**config.mk**
```make
export PLATFORM = sky130hd
export DESIGN_NAME = burst_col_seq
export DESIGN_NICKNAME = d
export VERILOG_FILES = /design/src/rtl/burst_col_pkg.sv /design/src/rtl/bcg_rst_sync.sv /design/src/rtl/bcg_len_decode.sv /design/src/rtl/bcg_beat_ctrl.sv /design/src/rtl/bcg_offset_calc.sv /design/src/rtl/burst_col_seq.sv
export SDC_FILE = /design/constraint.sdc
export NUM_CORES = 1
export LEC_CHECK = 0
export CORE_ASPECT_RATIO = 0.6
export CORE_MARGIN = 4
export CORE_UTILIZATION = 50
export DETAILED_ROUTE_END_ITERATION = 7
export GPL_TIMING_DRIVEN = 0
export PLACE_DENSITY = 0.79
export SLEW_MARGIN = 20
export SYNTH_ARGS = -nofsm -noshare
export SYNTH_HDL_FRONTEND = slang
export SYNTH_HIERARCHICAL = 1
export SYNTH_SLANG_ARGS = --single-unit
```
**constraint.sdc**
```tcl
create_clock -name clk -period 2.7 [get_ports clk]
set_input_delay 0.405 -clock clk [delete_from_list [all_inputs] [get_ports clk]]
set_output_delay 0.405 -clock clk [all_outputs]
set_load 0.01 [all_outputs]
```
**src/rtl/burst_col_pkg.sv**
```systemverilog
package burst_col_pkg;

  // Width of the ordering window for the longest supported burst (8 beats).
  localparam int unsigned WIN_W = 3;

  typedef logic [WIN_W-1:0] win_t;

  typedef enum logic [1:0] {
    BLEN_1 = 2'b00,
    BLEN_2 = 2'b01,
    BLEN_4 = 2'b10,
    BLEN_8 = 2'b11
  } blen_e;

  typedef enum logic {
    ORD_SEQ = 1'b0,
    ORD_ILV = 1'b1
  } ord_e;

endpackage

```
**src/rtl/bcg_rst_sync.sv**
```systemverilog
module bcg_rst_sync #(
  parameter int unsigned STAGES = 2
) (
  input  logic clk,
  input  logic rst_n,
  output logic rst_sync_n
);

  logic [STAGES-1:0] sync_q;

  // Asserts asynchronously, releases after STAGES clock edges.
  always_ff @(posedge clk or negedge rst_n) begin
    if (!rst_n) begin
      sync_q <= '0;
    end else begin
      sync_q <= {sync_q[STAGES-2:0], 1'b1};
    end
  end

  assign rst_sync_n = sync_q[STAGES-1];

endmodule

```
**src/rtl/bcg_len_decode.sv**
```systemverilog
module bcg_len_decode
  import burst_col_pkg::*;
(
  input  blen_e len_i,
  output win_t  mask_o,
  output win_t  last_idx_o
);

  // Window bit i belongs to the burst when the length code exceeds i.
  for (genvar i = 0; i < WIN_W; i++) begin : g_mask
    assign mask_o[i] = (int'(len_i) > i);
  end

  // Final beat index equals length minus one, which is the window mask.
  assign last_idx_o = mask_o;

endmodule

```
**src/rtl/bcg_beat_ctrl.sv**
```systemverilog
module bcg_beat_ctrl
  import burst_col_pkg::*;
(
  input  logic clk,
  input  logic rst_n,
  input  logic start_i,
  input  win_t new_last_i,
  output logic busy_o,
  output win_t beat_o,
  output logic final_o
);

  logic busy_q, busy_d;
  win_t beat_q, beat_d;
  win_t last_q, last_d;
  logic upd_en;

  assign upd_en = start_i | busy_q;

  always_comb begin
    busy_d = busy_q;
    beat_d = beat_q;
    last_d = last_q;
    if (start_i) begin
      // Beat 0 is shown combinationally; the register continues from beat 1.
      busy_d = (new_last_i != '0);
      beat_d = win_t'(1);
      last_d = new_last_i;
    end else if (busy_q) begin
      if (beat_q == last_q) begin
        busy_d = 1'b0;
        beat_d = '0;
      end else begin
        beat_d = beat_q + win_t'(1);
      end
    end
  end

  always_ff @(posedge clk or negedge rst_n) begin
    if (!rst_n) begin
      busy_q <= 1'b0;
      beat_q <= '0;
      last_q <= '0;
    end else if (upd_en) begin
      busy_q <= busy_d;
      beat_q <= beat_d;
      last_q <= last_d;
    end
  end

  assign busy_o  = busy_q;
  assign beat_o  = beat_q;
  assign final_o = busy_q && (beat_q == last_q);

  p_beat_in_window_r1: assert property (@(posedge clk) disable iff (!rst_n)
    busy_q |-> (beat_q <= last_q))
    else $error("beat index beyond burst length");

  p_restart_r7: assert property (@(posedge clk) disable iff (!rst_n)
    (start_i && new_last_i != '0) |=> (busy_q && beat_q == win_t'(1)))
    else $error("restart did not resume at beat 1");

  p_idle_after_final_r6: assert property (@(posedge clk) disable iff (!rst_n)
    (final_o && !start_i) |=> !busy_q)
    else $error("burst continued past its final beat");

  p_single_beat_r9: assert property (@(posedge clk) disable iff (!rst_n)
    (start_i && new_last_i == '0) |=> !busy_q)
    else $error("one-beat burst left the sequencer busy");

endmodule

```
**src/rtl/bcg_offset_calc.sv**
```systemverilog
module bcg_offset_calc
  import burst_col_pkg::*;
(
  input  win_t base_i,
  input  win_t beat_i,
  input  win_t mask_i,
  input  logic ilv_i,
  output win_t off_o
);

  win_t seq_off;
  win_t ilv_off;
  win_t pick;

  // Sequential: add and let the mask wrap the carry out of the window.
  assign seq_off = base_i + beat_i;
  // Interleaved: beat index toggles bits of the start offset.
  assign ilv_off = base_i ^ beat_i;

  assign pick = (ord_e'(ilv_i) == ORD_ILV) ? ilv_off : seq_off;

  // Bits inside the window follow the order; bits outside keep the start value.
  for (genvar i = 0; i < WIN_W; i++) begin : g_merge
    assign off_o[i] = mask_i[i] ? pick[i] : base_i[i];
  end

  always_comb begin
    p_zero_start_match_r8: assert (((base_i & mask_i) != '0) ||
                                   ((seq_off & mask_i) == (ilv_off & mask_i)))
      else $error("orderings differ for zero start offset");
  end

endmodule

```
**src/rtl/burst_col_seq.sv**
```systemverilog
module burst_col_seq
  import burst_col_pkg::*;
#(
  parameter int unsigned COL_W = 10
) (
  input  logic             clk,
  input  logic             rst_n,
  input  logic             start_i,
  input  logic [COL_W-1:0] start_col_i,
  input  logic [1:0]       len_sel_i,
  input  logic             ilv_i,
  output logic [COL_W-1:0] col_o,
  output logic             valid_o,
  output logic             last_o
);

  localparam int unsigned UP_W = COL_W - WIN_W;

  logic             rst_sync_n;
  win_t             new_mask;
  win_t             new_last;
  logic             busy;
  win_t             beat;
  logic             final_beat;
  win_t             off;

  logic [COL_W-1:0] col_q, col_d;
  win_t             mask_q, mask_d;
  logic             ilv_q, ilv_d;

  bcg_rst_sync #(.STAGES(2)) u_rst_sync (
    .clk        (clk),
    .rst_n      (rst_n),
    .rst_sync_n (rst_sync_n)
  );

  bcg_len_decode u_len_decode (
    .len_i      (blen_e'(len_sel_i)),
    .mask_o     (new_mask),
    .last_idx_o (new_last)
  );

  bcg_beat_ctrl u_beat_ctrl (
    .clk        (clk),
    .rst_n      (rst_sync_n),
    .start_i    (start_i),
    .new_last_i (new_last),
    .busy_o     (busy),
    .beat_o     (beat),
    .final_o    (final_beat)
  );

  // Burst context captured only on a start pulse.
  always_comb begin
    col_d  = start_col_i;
    mask_d = new_mask;
    ilv_d  = ilv_i;
  end

  always_ff @(posedge clk or negedge rst_sync_n) begin
    if (!rst_sync_n) begin
      col_q  <= '0;
      mask_q <= '0;
      ilv_q  <= 1'b0;
    end else if (start_i) begin
      col_q  <= col_d;
      mask_q <= mask_d;
      ilv_q  <= ilv_d;
    end
  end

  bcg_offset_calc u_offset_calc (
    .base_i (col_q[WIN_W-1:0]),
    .beat_i (beat),
    .mask_i (mask_q),
    .ilv_i  (ilv_q),
    .off_o  (off)
  );

  // Beat 0 bypasses the registers so it lands in the start cycle.
  always_comb begin
    if (start_i && rst_sync_n) begin
      col_o   = start_col_i;
      valid_o = 1'b1;
      last_o  = (new_last == '0);
    end else begin
      col_o   = {col_q[COL_W-1:WIN_W], off};
      valid_o = busy;
      last_o  = final_beat;
    end
  end

  p_upper_hold_r5: assert property (@(posedge clk) disable iff (!rst_sync_n)
    (valid_o && !start_i) |-> (col_o[COL_W-1:WIN_W] == $past(col_o[COL_W-1:WIN_W])))
    else $error("column bits above the window moved during a burst");

  p_last_then_idle_r6: assert property (@(posedge clk) disable iff (!rst_sync_n)
    last_o |=> (!valid_o || start_i))
    else $error("valid stayed high after the last beat");

  p_last_needs_valid_r6: assert property (@(posedge clk) disable iff (!rst_sync_n)
    last_o |-> valid_o)
    else $error("last flag without a valid beat");

  p_reset_quiet_r10: assert property (@(posedge clk)
    (!rst_sync_n && !start_i) |-> (!valid_o && !last_o))
    else $error("outputs active during reset");

  initial begin
    p_width_ok: assert (UP_W >= 1) else $error("COL_W must exceed the window width");
  end

endmodule

```
# Word level (Yosys, flattened, before mapping)
# Cells that the tools add are included.
# classes
n_reduce_logical,7
n_eq_ne,1
order_cmp,3
n_addsub,2
bitwise_logic,2
n_mux,13
# op_table
operator,n
3-bit two-way mux,4
10-bit two-way mux,1
1-bit two-way mux,8
"2-bit by 1-bit greater-than comparator with 1-bit output, second input constant",2
2-bit AND reduction,2
"3-bit by 1-bit adder with 3-bit output, second input constant",1
3-bit adder,1
3-bit equality test,1
3-bit zero test,1
3-bit nonzero test,1
3-bit bitwise XOR,1
"2-bit greater-than comparator, second input constant",1
1-bit logical AND,2
2-bit nonzero test,1
1-bit OR,1
# totals
in_bits,16
reg_bits,23

# Longest topological paths before layout
# logic_depth
ltp_word,4
depth_mapped,7
ltp_nobuf,7

# Modules after synthesis
# The synthesis kept the hierarchy.
# modules_own_cells
module,cells_each,seq_area_each_um2,area_per_inst_um2,instances
burst_col_seq,45,350.3,718.2,1
bcg_beat_ctrl,33,175.2,389.1,1
bcg_offset_calc,15,0.0,111.4,1
bcg_rst_sync,3,50.0,53.8,1
bcg_len_decode,6,0.0,40.0,1

# Worst setup path before layout
# No wires, ideal clock.
# synth_timing
kind,register to output
from,"reg u_beat_ctrl.beat_q[0], in the netlist u_beat_ctrl/beat_o[0]"
to,out col_o[2]
arrival_time_ns,1.642
stages_incl_launch_ff,8
setup_slack_ns,0.653
path_cell_list,dfrtp_1 -> ha_1 -> inv_1 -> fa_1 -> o21a_1 -> o21ai_1 -> xnor2_1 -> mux2_4
# synth_via
elab_chain_cells,4
# synth_lines
item,line_no,source
"start, declared",bcg_beat_ctrl.sv:14,"win_t beat_q, beat_d;"
"start signal, assigned",bcg_beat_ctrl.sv:46,beat_q <= beat_d;
3-bit adder,bcg_offset_calc.sv:16,assign seq_off = base_i + beat_i;
3-bit two-way mux,bcg_offset_calc.sv:20,assign pick = (ord_e'(ilv_i) == ORD_ILV) ? ilv_off : seq_off;
1-bit two-way mux,bcg_offset_calc.sv:24,assign off_o[i] = mask_i[i] ? pick[i] : base_i[i];
named net off[2],burst_col_seq.sv:25,win_t off;
10-bit two-way mux,burst_col_seq.sv:82,if (start_i && rst_sync_n) begin
"end, declared",burst_col_seq.sv:12,"output logic [COL_W-1:0] col_o,"
# The timed path passes the listed nets, and every way through them passes these cells.

# Worst setup path after layout
# layout_timing
from,reg col_q[0]
to,out col_o[2]
# layout_via
elab_chain_cells,4
# layout_lines
item,line_no,source
"start, declared",burst_col_seq.sv:27,"logic [COL_W-1:0] col_q, col_d;"
"start signal, assigned",burst_col_seq.sv:66,col_q <= col_d;
3-bit adder,bcg_offset_calc.sv:16,
3-bit two-way mux,bcg_offset_calc.sv:20,
1-bit two-way mux,bcg_offset_calc.sv:24,
named net off[2],burst_col_seq.sv:25,
10-bit two-way mux,burst_col_seq.sv:82,
# The timed path passes the listed nets, and every way through them passes these cells.

==> run_results.csv <==
group,metric,value,unit
outcome,outcome,"finished clean",
global_routing,antenna_found_initial,0,
worst_setup_path,timing.critical_path.required,2.30,ns
placed_design,place_hpwl,1.91,mm
die,row_count,14,
logic_synthesis,synth_compound_area_share,5.05,%
sta,slew_violations,0,
power_and_ir_drop,p_sw_share,30.1,%
finish,final_cell_mix,"clkdlybuf4s50_1, dfrtp_1, mux2_2",
global_routing,grt_usage,16.3,%
global_routing,grt_pass1_vias,891,
flow_run,max-cap-violations,0,
sta,finalSetupTns,0,ns
worst_setup_path,critPathArrivalTime,2.21,ns
route,drtAntennaViolNets,0,
logic_synthesis,synth_edf_count,0,
logic_synthesis,syn-cell-area,1310,µm²
worst_setup_path,crit_type,"flop to output pin",
die,die_y,47.7,µm
die,dieArea,3540,µm²
route,viasPerCell,5.45,
logic_synthesis,ys_types,33,
logic_synthesis,synthXorXnorAreaFrac,3.81,%
die,start_util,52.4,%
sta,hold_viol,0,
power_and_ir_drop,power_density,558,nW/µm²
finish,num_antenna_cells,0,
worst_setup_path,crit_fanout,3,
logic_synthesis,synthArstFlopShare,100,%
placed_design,globalplace.congestion,0.832,
finish,drive_gt1_share,39.1,%
finish,seq_area,579,µm²
sta,min_period_over_period,96.8,%
sta,fmax,0.383,GHz
sta,slew_headroom,64.6,%
logic_synthesis,yosys_warnings,6,
global_routing,grt_start_max_net_pins,23,
power_and_ir_drop,p_sw,0.283,mW
clocking,tritoncts,"yes",
logic_synthesis,synth_adder_area_share,4.39,%
finish,multi_input_area,672,µm²
sta,setup_viol,0,
power_and_ir_drop,power_frac_seq,45.3,%
finish,area_growth_syn_to_layout,28.2,%
power_and_ir_drop,ir_drop,0.321,mV
route,drt_iter0_markers,45,
die,die_w,74.1,µm
power_and_ir_drop,p_comb_share,30.9,%
power_and_ir_drop,clkPwrFrac,23.7,%
sta,worst_pin_slew,0.532,ns
finish,fillerInstances,189,
sta,worst_slack,0.0876,ns
clocking,holdBufCountCts,0,
logic_synthesis,synth_top_family_by_area,"multiplexers",
min_path,hp-class,"flop to async pin",
finish,final_common_cell,"clkdlybuf4s50_1",
route,firstDrtPassIters,4,
die,num_io_pins,28,
logic_synthesis,synthMuxAreaShare,27.5,%
die,core-area,2500,µm²
worst_setup_path,start_kind,"flop",
sta,worst_hold_slack,0.252,ns
logic_synthesis,synth_fp_nets,122,
power_and_ir_drop,leakage,0.729,nW
route,vias,899,
logic_synthesis,ys_seq_area_share,43.9,%
sta,rsz0062_at_grt,"false",
route,wl_per_cell,16.1,µm
clocking,cts.htree.levels,1,
logic_synthesis,synth-seq-cells,23,
clocking,clock_path_buffers,2,
logic_synthesis,syn_inst,102,
route,drc,0,
clocking,cts_root_buffer,"clkbuf_8",
worst_setup_path,cp-end-kind,"output pin",
logic_synthesis,synth_area_per_cell,12.9,µm²
global_routing,grt_pass1_wl,4.04,mm
clocking,clkLatencyLatePin,0.27,ns
sta,finalClockSkew,0.00446,ns
finish,nets,154,
placed_design,port_buffers,26,
clocking,cts_buffers,3,
sta,period_needed,2.61,ns
clocking,clkTransAtPathRegs,0.09,ns
clocking,cts.sinks,23,
power_and_ir_drop,cell_internal_pwr,0.656,mW
route,wirelength,2.65,mm
global_routing,grt_overflow,0,
logic_synthesis,synthFlopType,"dfrtp_1",
placed_design,dp_slack,0.0442,ns
logic_synthesis,synth-simple-area-share,9.06,%
==> through the flow <==
step	instance area, µm²	utilization (%)	instances	power [mW]
2_1_floorplan	1310	-	102	0.599
5_1_grt	1680	67.2	165	0.990
4_1_cts	1670	66.7	165	0.933
3_3_place_gp	1610	64.4	160	0.695
6_report	1680	67.2	165	0.939
3_5_place_dp	1610	64.4	160	0.710
==> layer usage <==
layer,GRT usage [%],vias up,part of all wire [%]
met1,20.3,445,45
met3,5.24,7,6.0
met5,0,-,0
met4,5.78,0,2.1
met2,27.3,29,47
li1,-,418,-
==> worst paths after layout <==
kind,slack (ns),cells after the start,to,from
max,0.09,8,col_o[2],col_q[0]
min,0.25,0,u_beat_ctrl/beat_o[2],u_rst_sync/sync_q[1]
max reg2reg,1.31,5,u_beat_ctrl/beat_o[2],u_beat_ctrl/beat_o[0]
min reg2reg,0.25,0,u_beat_ctrl/beat_o[2],u_rst_sync/sync_q[1]
max in group asynchronous,2.07,0,u_beat_ctrl/beat_o[0],u_rst_sync/sync_q[1]
min in group clk,0.36,0,u_rst_sync/sync_q[1],u_rst_sync/sync_q[0]
==> kinds of logic after synthesis <==
| group | after synthesis |
|---|---|
| flops | 23 |
| buf+inv | 13 |
| mux | 29 |
| compound gates | 10 |
| other cells | 1 |
| simple gates | 18 |
| fa+ha+maj | 4 |
| xor+xnor | 4 |
==> cell usage after synthesis (all sizes together) (2+ instances only) <==
library cell / count / area [µm²]
a21oi: 3 / 15.0
buf: 7 / 57.6
dfrtp: 23 / 576
ha: 3 / 37.5
inv: 5 / 18.8
mux2: 29 / 360
nand2: 2 / 15.0
nand3b: 3 / 22.5
nor2: 2 / 7.51
nor3: 5 / 30.0
nor4: 2 / 18.8
o31ai: 3 / 22.5
xor2: 3 / 41.3
==> power groups by stage <==
stage / Clock [mW] / Combinational (mW) / Sequential [mW]
after floorplan: 0 / 0.180 / 0.419
after global placement: 0 / 0.266 / 0.429
after detailed placement: 0 / 0.277 / 0.434
after CTS: 0.226 / 0.282 / 0.426
after global routing: 0.240 / 0.317 / 0.433
final: 0.223 / 0.290 / 0.426
==> area by class of cell <==
cell class	instances	share of cell area (%)
buffer	8	3.64
clock buffer	3	2.45
clock inverter	1	0.297
inverter	5	1.12
multi-input combinational	66	39.9
sequential	23	34.4
tap	32	2.38
timing repair buffer	27	15.8
==> registers in the layout, indices dropped and copies added (netlist names) <==
| register | cells |
|---|---|
| col_q | 10 |
| ilv_q | 1 |
| mask_q | 3 |
| u_beat_ctrl/beat_o | 3 |
| u_beat_ctrl/busy_o | 1 |
| u_beat_ctrl/last_q | 3 |
| u_rst_sync/sync_q | 2 |
==> critical path, stage by stage (launching register included) <==
cell and delay, ns:
dfrtp_1 0.39, ha_1 0.17, inv_1 0.06, fa_2 0.34
o21a_1 0.20, o21ai_2 0.17, xnor2_1 0.08, mux2_4 0.25
dlygate4sd2_1 0.28
==> repair_timing <==
item / 4_1_cts / 5_1_grt
gates cloned: 0 / 0
endpoints found under the setup margin: 9 / 1
setup buffers: 1 / 0
resized for setup: 6 / 3
pin swaps: 0 / 1
hold endpoints to repair: 0 / 0
Power figures use the tool's default switching activity.
